**config.mk**
```make
export PLATFORM = sky130hd
export DESIGN_NAME = mcadc_seq
export DESIGN_NICKNAME = d
export VERILOG_FILES = /design/src/rtl/mcs_pkg.sv /design/src/rtl/mcs_start_ctl.sv /design/src/rtl/mcs_conv_engine.sv /design/src/rtl/mcs_result_store.sv /design/src/rtl/mcadc_seq.sv
export SDC_FILE = /design/constraint.sdc
export NUM_CORES = 1
export LEC_CHECK = 0
export ABC_AREA = 1
export CAP_MARGIN = 20
export CORE_MARGIN = 2
export CORE_UTILIZATION = 50
export CTS_BUF_LIST = sky130_fd_sc_hd__clkbuf_4 sky130_fd_sc_hd__clkbuf_8
export DETAILED_ROUTE_END_ITERATION = 8
export MAX_ROUTING_LAYER = met4
export PLACE_DENSITY = 0.8
export SLEW_MARGIN = 20
export SYNTH_ARGS = -nofsm -noshare
export SYNTH_HDL_FRONTEND = slang
export SYNTH_SLANG_ARGS = --single-unit
export TNS_END_PERCENT = 20
```
**constraint.sdc**
```tcl
create_clock -name clk -period 11.2 [get_ports clk]
set_input_delay 1.68 -clock clk [delete_from_list [all_inputs] [get_ports clk]]
set_output_delay 1.68 -clock clk [all_outputs]
set_load 0.02 [all_outputs]
```
**src/rtl/mcs_pkg.sv**
```systemverilog
package mcs_pkg;
  localparam int MAX_CH = 8;
  localparam int IDX_W  = 3;

  typedef enum logic [0:0] {ST_IDLE, ST_CONV} eng_state_e;

  // Lowest set bit at or above lo; MSB of the result flags a hit.
  function automatic logic [IDX_W:0] mcs_find(input logic [MAX_CH-1:0] m, input int lo);
    logic [IDX_W:0] r;
    r = '0;
    for (int i = MAX_CH - 1; i >= 0; i--) begin
      if (m[i] && (i >= lo)) r = {1'b1, IDX_W'(i)};
    end
    return r;
  endfunction
endpackage

```
**src/rtl/mcs_start_ctl.sv**
```systemverilog
module mcs_start_ctl #(
  parameter int WAKE_CYC = 20
) (
  input  logic clk,
  input  logic rst_n,
  input  logic conv_n,
  input  logic shdn,
  input  logic busy,
  output logic start
);
  localparam int CW = $clog2(WAKE_CYC + 1);
  localparam logic [CW-1:0] WAKE_LIM = CW'(WAKE_CYC);

  logic          conv_q, conv_d;
  logic [CW-1:0] wake_q, wake_d;
  logic          ready, fall;

  assign ready = (wake_q == WAKE_LIM);
  assign fall  = conv_q & ~conv_n;
  assign start = fall & ready & ~shdn & ~busy;

  always_comb begin
    conv_d = conv_n;
    wake_d = wake_q;
    if (shdn) begin
      wake_d = '0;
    end else if (!ready) begin
      if (conv_n) wake_d = wake_q + CW'(1);
      else        wake_d = '0;
    end
  end

  always_ff @(posedge clk or negedge rst_n) begin
    if (!rst_n) begin
      conv_q <= 1'b1;
      wake_q <= '0;
    end else begin
      conv_q <= conv_d;
      wake_q <= wake_d;
    end
  end
endmodule

```
**src/rtl/mcs_conv_engine.sv**
```systemverilog
module mcs_conv_engine
  import mcs_pkg::*;
#(
  parameter int NCH       = 8,
  parameter int DW        = 14,
  parameter int FIRST_CYC = 16,
  parameter int NEXT_CYC  = 3
) (
  input  logic                 clk,
  input  logic                 rst_n,
  input  logic                 shdn,
  input  logic                 start,
  input  logic                 wr_stb,
  input  logic [7:0]           wr_mask,
  input  logic [NCH*DW-1:0]    ch_data,
  output logic                 busy,
  output logic                 eoc,
  output logic                 eolc,
  output logic [NCH-1:0]       act_mask,
  output logic [IDX_W-1:0]     first_idx,
  output logic                 wr_en,
  output logic [IDX_W-1:0]     wr_idx,
  output logic [DW-1:0]        wr_data
);
  localparam int TMAX = (FIRST_CYC > NEXT_CYC) ? FIRST_CYC : NEXT_CYC;
  localparam int TW   = $clog2(TMAX + 1);
  localparam logic [TW-1:0] T_FIRST = TW'(FIRST_CYC - 1);
  localparam logic [TW-1:0] T_NEXT  = TW'(NEXT_CYC - 1);

  eng_state_e         state_q, state_d;
  logic [NCH-1:0]     staged_q, staged_d;
  logic [NCH-1:0]     act_q, act_d;
  logic [IDX_W-1:0]   cur_q, cur_d;
  logic [TW-1:0]      tmr_q, tmr_d;
  logic               eoc_q, eoc_d;
  logic               eolc_q, eolc_d;
  logic [NCH*DW-1:0]  snap_q;

  logic [MAX_CH-1:0]  pad_staged, pad_act;
  logic [IDX_W:0]     first_hit, next_hit;
  logic               slot_done;

  always_comb begin
    pad_staged = '0;
    pad_staged[NCH-1:0] = staged_q;
    pad_act = '0;
    pad_act[NCH-1:0] = act_q;
  end

  assign first_hit = mcs_find(pad_staged, 0);
  assign next_hit  = mcs_find(pad_act, int'(cur_q) + 1);
  assign slot_done = (state_q == ST_CONV) && (tmr_q == '0);

  always_comb begin
    state_d  = state_q;
    staged_d = staged_q;
    act_d    = act_q;
    cur_d    = cur_q;
    tmr_d    = tmr_q;
    eoc_d    = 1'b0;
    eolc_d   = eolc_q;
    if (wr_stb) staged_d = wr_mask[NCH-1:0];
    if (shdn) begin
      state_d = ST_IDLE;
      eolc_d  = 1'b0;
    end else if (start) begin
      act_d   = staged_q;
      cur_d   = first_hit[IDX_W-1:0];
      tmr_d   = T_FIRST;
      eolc_d  = ~first_hit[IDX_W];
      state_d = first_hit[IDX_W] ? ST_CONV : ST_IDLE;
    end else if (state_q == ST_CONV) begin
      if (tmr_q == '0) begin
        eoc_d = 1'b1;
        if (next_hit[IDX_W]) begin
          cur_d = next_hit[IDX_W-1:0];
          tmr_d = T_NEXT;
        end else begin
          state_d = ST_IDLE;
          eolc_d  = 1'b1;
        end
      end else begin
        tmr_d = tmr_q - TW'(1);
      end
    end
  end

  always_ff @(posedge clk or negedge rst_n) begin
    if (!rst_n) begin
      state_q  <= ST_IDLE;
      staged_q <= '0;
      act_q    <= '0;
      cur_q    <= '0;
      tmr_q    <= '0;
      eoc_q    <= 1'b0;
      eolc_q   <= 1'b0;
    end else begin
      state_q  <= state_d;
      staged_q <= staged_d;
      act_q    <= act_d;
      cur_q    <= cur_d;
      tmr_q    <= tmr_d;
      eoc_q    <= eoc_d;
      eolc_q   <= eolc_d;
    end
  end

  // Sample-and-hold image of all channels, data path without reset.
  always_ff @(posedge clk) begin
    if (start) snap_q <= ch_data;
  end

  always_comb begin
    wr_data = '0;
    for (int i = 0; i < NCH; i++) begin
      if (cur_q == IDX_W'(i)) wr_data = snap_q[i*DW +: DW];
    end
  end

  assign wr_en     = slot_done & ~shdn;
  assign wr_idx    = cur_q;
  assign busy      = (state_q == ST_CONV);
  assign eoc       = eoc_q;
  assign eolc      = eolc_q;
  assign act_mask  = act_q;
  assign first_idx = first_hit[IDX_W-1:0];
endmodule

```
**src/rtl/mcs_result_store.sv**
```systemverilog
module mcs_result_store
  import mcs_pkg::*;
#(
  parameter int NCH = 8,
  parameter int DW  = 14
) (
  input  logic             clk,
  input  logic             rst_n,
  input  logic             wr_en,
  input  logic [IDX_W-1:0] wr_idx,
  input  logic [DW-1:0]    wr_data,
  input  logic             start,
  input  logic [IDX_W-1:0] first_idx,
  input  logic [NCH-1:0]   act_mask,
  input  logic             cs_n,
  input  logic             rd_n,
  output logic [DW-1:0]    dout,
  output logic             dout_oe
);
  logic [DW-1:0]    mem [NCH];
  logic             rd_q, rd_d;
  logic [IDX_W-1:0] rptr_q, rptr_d;
  logic [MAX_CH-1:0] pad_act;
  logic [IDX_W:0]   up_hit, low_hit;
  logic             rd_end;
  logic [DW-1:0]    rd_word;

  always_comb begin
    pad_act = '0;
    pad_act[NCH-1:0] = act_mask;
  end

  assign up_hit  = mcs_find(pad_act, int'(rptr_q) + 1);
  assign low_hit = mcs_find(pad_act, 0);
  assign rd_end  = rd_n & ~rd_q & ~cs_n;

  always_comb begin
    rd_d   = rd_n;
    rptr_d = rptr_q;
    if (start) begin
      rptr_d = first_idx;
    end else if (rd_end) begin
      if (up_hit[IDX_W])       rptr_d = up_hit[IDX_W-1:0];
      else if (low_hit[IDX_W]) rptr_d = low_hit[IDX_W-1:0];
    end
  end

  always_ff @(posedge clk or negedge rst_n) begin
    if (!rst_n) begin
      rd_q   <= 1'b1;
      rptr_q <= '0;
    end else begin
      rd_q   <= rd_d;
      rptr_q <= rptr_d;
    end
  end

  for (genvar g = 0; g < NCH; g++) begin : g_row
    always_ff @(posedge clk) begin
      if (wr_en && (wr_idx == IDX_W'(g))) mem[g] <= wr_data;
    end
  end

  always_comb begin
    rd_word = '0;
    for (int i = 0; i < NCH; i++) begin
      if (rptr_q == IDX_W'(i)) rd_word = mem[i];
    end
  end

  assign dout_oe = ~cs_n & ~rd_n;
  assign dout    = dout_oe ? rd_word : '0;
endmodule

```
**src/rtl/mcadc_seq.sv**
```systemverilog
module mcadc_seq
  import mcs_pkg::*;
#(
  parameter int NCH       = 8,
  parameter int DW        = 14,
  parameter int FIRST_CYC = 16,
  parameter int NEXT_CYC  = 3,
  parameter int WAKE_CYC  = 20
) (
  input  logic              clk,
  input  logic              rst_n,
  input  logic              conv_n,
  input  logic              shdn,
  input  logic              cs_n,
  input  logic              rd_n,
  input  logic              wr_n,
  input  logic [7:0]        din,
  input  logic [NCH*DW-1:0] ch_data,
  output logic [DW-1:0]     dout,
  output logic              dout_oe,
  output logic              eoc,
  output logic              eolc
);
  logic             start_w, busy_w, wr_en_w, wr_stb_w;
  logic [NCH-1:0]   act_w;
  logic [IDX_W-1:0] first_w, wr_idx_w;
  logic [DW-1:0]    wr_data_w;

  assign wr_stb_w = ~cs_n & ~wr_n & rd_n;

  mcs_start_ctl #(.WAKE_CYC(WAKE_CYC)) u_start (
    .clk(clk), .rst_n(rst_n), .conv_n(conv_n), .shdn(shdn),
    .busy(busy_w), .start(start_w)
  );

  mcs_conv_engine #(.NCH(NCH), .DW(DW), .FIRST_CYC(FIRST_CYC), .NEXT_CYC(NEXT_CYC)) u_eng (
    .clk(clk), .rst_n(rst_n), .shdn(shdn), .start(start_w),
    .wr_stb(wr_stb_w), .wr_mask(din), .ch_data(ch_data),
    .busy(busy_w), .eoc(eoc), .eolc(eolc), .act_mask(act_w),
    .first_idx(first_w), .wr_en(wr_en_w), .wr_idx(wr_idx_w), .wr_data(wr_data_w)
  );

  mcs_result_store #(.NCH(NCH), .DW(DW)) u_store (
    .clk(clk), .rst_n(rst_n), .wr_en(wr_en_w), .wr_idx(wr_idx_w),
    .wr_data(wr_data_w), .start(start_w), .first_idx(first_w),
    .act_mask(act_w), .cs_n(cs_n), .rd_n(rd_n),
    .dout(dout), .dout_oe(dout_oe)
  );
endmodule

```
# Word-level counts from Yosys, hierarchy flattened
# Memories as Yosys holds them, arrays and structs flattened.
# Cells that the tools add are included.
[word_totals] wordCells=232 ramBits=112 memories=1 regBits=149 output_inout_bits=17 in_bits=127
[op_classes] reduce_logical=47 n_mux=116 magnitude_cmp=16 eq_ne=18 addsub=4 bitwise_logic=18
[mem_list] name="u_store.mem" words=8 word_bits=14 rd=8 rd_ports_with_merged_regs=0 write_ports=1 line_no="mcs_result_store.sv:20" rtl="logic [DW-1:0] mem [NCH];"
[ops] operator="$mux 14" count=24
[ops] operator="$ge 4x32->1 const A" count=8
[ops] operator="$ge 3x32->1 const A" count=4
[ops] operator="$mux 4" count=32
[ops] operator="$reduce_or 14->1" count=7
[ops] operator="$ge 1x32->1 const A" count=2
[ops] operator="$ge 2x32->1 const A" count=2
[ops] operator="$mux 3" count=15
[ops] operator="$mux 1" count=38
[ops] operator="$mux 5" count=7
[ops] operator="$logic_and 1x1->1" count=25
[ops] operator="$eq 3x3->1 const B" count=8
[ops] operator="$eq 3x2->1 const B" count=4
[ops] operator="$and 1x1->1" count=10
[ops] operator="$reduce_bool 3->1" count=3
[ops] operator="$add 3x1->4 const B" count=2
[ops] operator="$not 1->1" count=8
[ops] operator="$reduce_bool 2->1" count=4
[ops] operator="$eq 3x1->1 const B" count=2
[ops] operator="$logic_not 3->1" count=2
[ops] operator="$reduce_and 3->1" count=2
[ops] operator="$add 5x1->5 const B" count=1
[ops] operator="$eq 5x5->1 const B" count=1
[ops] operator="$logic_not 5->1" count=1
[ops] operator="other kinds (6)" count=7

# Depth between registers and ports, before layout
[logic_depth] ltp_word=16 mapped_depth=15 ltp_nobuf=15

# By module
# Synthesis repeated with hierarchy kept, for this count alone.
[unflattened] hier_cells=1163 area_unflattened_um2=11806.3
[by_module_without_submodules] module="mcs_conv_engine" instances=1 cells_per_inst=609 area_each_um2=6117.1 seq_area_each_um2=4038.9
[by_module_without_submodules] module="mcs_result_store" instances=1 cells_per_inst=510 area_each_um2=5323.9 seq_area_each_um2=3464.6
[by_module_without_submodules] module="mcs_start_ctl" instances=1 cells_per_inst=41 area_each_um2=351.6 seq_area_each_um2=151.4
[by_module_without_submodules] module="mcadc_seq" instances=1 cells_per_inst=3 area_each_um2=13.8 seq_area_each_um2=0.0

# Worst setup path after synthesis
# OpenSTA, ideal clock, no wires.
[synth_timing] kind="input to register" start="input shdn" end="register u_store.rptr_q[1]" path_slack_ns=6.271 t_required_ns=11.135 cell_stages=9 t_arrival_ns=4.864 n_path_buf=0 setup_ns=0.065 cell_sequence="inv_1 > nand2_1 > nor2_2 > nand3_1 > inv_1 > nand4_1 > nand2_1 > nand2_1 > nand2_1"
[synth_between] elab_chain_len=5 word_cells_on_any_way=7 cone_classes="mux: 1; bitwise: 3; reduce/logical: 3"
[synth_rtl] element="from (decl)" line_no="mcadc_seq.sv:13" rtl="input logic shdn,"
[synth_rtl] element="$not 1->1 (no line) *"
[synth_rtl] element="$and 1x1->1 * (2 in series)" line_no="mcs_start_ctl.sv:20" rtl="assign start = fall & ready & ~shdn & ~busy;"
[synth_rtl] element="named net start_w" line_no="mcadc_seq.sv:24" rtl="logic start_w, busy_w, wr_en_w, wr_stb_w;"
[synth_rtl] element="$reduce_bool 3->1 (no line) / $reduce_bool 2->1 (equally long branches)"
[synth_rtl] element="$reduce_and 2->1 (no line)"
[synth_rtl] element="to (signal assigned)" line_no="mcs_result_store.sv:54" rtl="rptr_q <= rptr_d;"
[synth_rtl] element="to (decl)" line_no="mcs_result_store.sv:22" rtl="logic [IDX_W-1:0] rptr_q, rptr_d;"
# The timed path passes the listed nets; every way through them passes the cells marked *.
# A chain may end at the register's enable or synchronous reset.

# Final worst setup path
[layout_timing] start="input rd_n" end="output dout[9]"
[layout_between] elab_chain_len=3
[layout_rtl] element="from (decl)" line_no="mcadc_seq.sv:15" rtl="input logic rd_n,"
[layout_rtl] element="$not 1->1" line_no="mcs_result_store.sv:71" rtl="assign dout_oe = ~cs_n & ~rd_n;"
[layout_rtl] element="$and 1x1->1" line_no="mcs_result_store.sv:71"
[layout_rtl] element="$mux 14" line_no="mcs_result_store.sv:72" rtl="assign dout = dout_oe ? rd_word : '0;"
[layout_rtl] element="to (decl)" line_no="mcadc_seq.sv:19" rtl="output logic [DW-1:0] dout,"
# Every way passes these cells.

==> results.py <==
metrics = {
    "run_status": {
        "status": "completed",
    },
    "floorplan": {
        "num_rows": 55,
        "die_area_um2": 24300,
        "ioPinCount": 144,
        "die_w_um": 156,
        "core_area_um2": 22600,
        "start_util_pct": 51.0,
        "die_h_um": 156,
    },
    "hold_path": {
        "hold_class": "flop to flop",
        "hold_depth": 1,
        "hold-path-endpoint": "u_eng.tmr_q[4]$_DFFE_PN0P_",
        "hold_start": "u_eng.tmr_q[4]$_DFFE_PN0P_",
    },
    "pwr": {
        "power_density_nw_per_um2": 140,
        "p_leak_uw": 0.00562,
        "vdd_drop_max_uv": 125,
    },
    "clock_tree": {
        "ctsResizeCount": 0,
        "clockRootBuffer": "clkbuf_8",
        "clk_pin_slew_worst_paths_ps": 60,
        "postCtsSetupBuffers": 0,
        "clkSinkCount": 261,
        "clock_latency_ps": 550,
        "ctsHoldBuffers": 0,
        "cts_tree": "built",
        "ctsHtreeMaxLevel": 2,
        "cts_buffers": 43,
        "cts_max_path_buffers": 3,
    },
    "timing": {
        "slew_viol_final": 0,
        "fin_setup_tns_ps": 0,
        "hold_violations": 0,
        "fin_crit_ps": 5500,
        "timing.final.crit_share_pct": 49.1,
        "fin_skew_ps": 14.1,
        "timing.fmax_mhz": 182,
        "setup_violations": 0,
        "slew_headroom_pct": 25.3,
        "whs_ps": 541,
        "rsz0062_at_grt": "false",
        "tightest_slew_ps": 1120,
    },
    "critical_path": {
        "crit_fanout": 15,
        "critPathKind": "input port to primary output",
        "worstPathRequired_ps": 9520,
        "cp_data_arrival_time_ps": 3820,
        "r2r_cells": 11,
        "worstReg2RegStart": "u_eng.wr_idx[1]$_DFFE_PN0P_",
        "ff2ff_setup_slack_ps": 7900,
        "critPathLaunchType": "input port",
        "r2r_end": "u_store.mem[1][21]$_DFFE_PP_",
        "endpoint_kind": "primary output",
    },
    "place": {
        "dpl.cell_count": 1513,
        "place_congestion": 0.864,
        "hpwl_um": 17300,
        "port-buffer-count": 143,
    },
    "synth": {
        "ys_warn_count": 0,
        "synthCells": 1122,
        "synth-seq-cells": 261,
        "ys_types": 33,
        "yosysSeqAreaShare_pct": 66.3,
        "syn_nets": 1265,
        "avgSynthCellArea_um2": 10.3,
        "syn_area_um2": 11500,
    },
    "finish": {
        "fillers": 1738,
        "final_cells": 1587,
        "drive_above_1_share_pct": 9.29,
        "finalNetCount": 1417,
        "syn2layout_area_growth_pct": 21.7,
        "n_antenna_cell": 0,
    },
    "routing": {
        "wire_per_inst_um": 15.9,
        "first_pass_iters": 5,
        "vias_per_cell": 5.22,
        "via_count": 8291,
        "wirelength_um": 25200,
        "drc": 0,
        "drtAntennaViolNets": 0,
        "drt-initial-drc-count": 685,
    },
    "global_route": {
        "grt_max_degree": 85,
        "first_global_vias": 8029,
        "grt_pass1_wl_um": 40700,
        "grt.overflow.total": 0,
        "track_usage_pct": 21.8,
        "grt_antenna_before_repair": 0,
    },
    "job": {
        "drv_cap": 0,
    },
}
[sequential cells by signal, summed over array words and instances, names as in the netlist]
signal            flops
u_start.conv_q        1
u_eng.pad_staged      8
u_store.mem         112
u_store.rptr_q        3
u_eng.wr_idx          3
u_eng.snap_q        112
u_eng.act_mask        8
u_eng.busy            1
u_start.wake_q        5
u_store.rd_q          1
u_eng.eolc            1
u_eng.tmr_q           5
u_eng.eoc             1
[area by class of cell]
cell class              count  area (µm²)  share of cell area [%]
well taps                 285         357                    2.54
flip-flops and latches    261        7650                    54.5
clock buffers              61         733                    5.22
multi-input cells         739        3410                    24.2
clock inverters            12         113                   0.802
repair buffers            151        1490                    10.6
inverters                  78         295                    2.10
[worst max-delay path by stage]
stage / from / to / slack, ps / depth (start not counted)
4_1_cts: rd_n / dout[9] / 5590 / 5
6_report: rd_n / dout[9] / 5700 / 5
3_5_place_dp: rd_n / dout[9] / 5610 / 5
5_1_grt: rd_n / dout[9] / 5500 / 5
3_3_place_gp: rd_n / dout[8] / 5740 / 5
2_1_floorplan: shdn / u_store.rptr_q[1]$_DFFE_PN0P_ / 6270 / 9
[placed cells by master (no fill, tap or decap), types with 2 or more instances in the layout]
| cell type | count |
|---|---|
| a21oi_1 | 34 |
| buf_4 | 8 |
| bufinv_16 | 2 |
| clkbuf_4 | 17 |
| clkbuf_8 | 44 |
| clkdlybuf4s50_1 | 142 |
| clkinv_1 | 5 |
| clkinv_2 | 3 |
| clkinvlp_4 | 3 |
| dfrtp_1 | 35 |
| dfstp_2 | 2 |
| edfxtp_1 | 224 |
| ha_1 | 16 |
| inv_1 | 70 |
| inv_2 | 6 |
| nand2_1 | 323 |
| nand3_1 | 146 |
| nand3b_1 | 2 |
| nand4_1 | 7 |
| nor2_1 | 112 |
| nor2_2 | 7 |
| nor3_1 | 2 |
| o21a_1 | 14 |
| o21ai_0 | 33 |
| o21ai_1 | 4 |
| o21bai_1 | 2 |
| or2_0 | 5 |
| or2_2 | 24 |
[cells in the mapped netlist, drive strengths merged]
cell type,count,area [µm²]
a21oi,34,170
nor3,4,25.0
a31oi,1,6.26
nor2,119,454
or2,29,181
nand3b,2,15.0
xor2,1,8.76
inv,77,289
edfxtp,224,6730
nand2,323,1210
a21boi,1,7.51
dfrtp,35,876
nor4,1,6.26
o31ai,1,7.51
o21bai,2,15.0
nand3,147,741
nand4,7,43.8
o21a,14,105
clkinv,1,3.75
clkbuf,19,72.6
buf,25,135
ha,16,200
dfstp,2,52.6
o21ai,37,185
[where the power goes]
group	switching [µW]	total, µW	internal [µW]
Combinational	30.5	78.7	48.2
Sequential	3.48	1060	1060
Clock	363	829	466
Total	397	1970	1570
[critical path, cell delays in order]
cell and delay [ps]:
clkdlybuf4s50_1 460, nor2_1 680, o21ai_0 240, nor2_1 140, clkdlybuf4s50_1 610
[through the flow]
stage               power (µW)  cell area, µm²  worst slack [ps]  util [%]
finish                    1970           14000              5700      62.0
global route              2030           14000              5500      62.0
CTS                       1980           14000              5590      61.9
detailed placement        1160           13200              5610      58.2
global placement          1160           13200              5740      58.2
floorplan                 1100           11500              6270         -
[metal layers]
metal	GRT usage [%]	share of wire, %
met1	30.6	44
met2	32.7	46
met3	4.00	7.5
met4	6.90	2.0
met5	-	0
[cell families after synthesis]
group                      synth area share, %
AOI/OAI and AO/OA                         4.30
xor gates and xnor gates                0.0759
adders and majority gates                 1.73
buffers and inverters                     4.34
DFF                                       66.3
and+or+nand+nor                           23.2
Power figures use the tool's default switching activity.
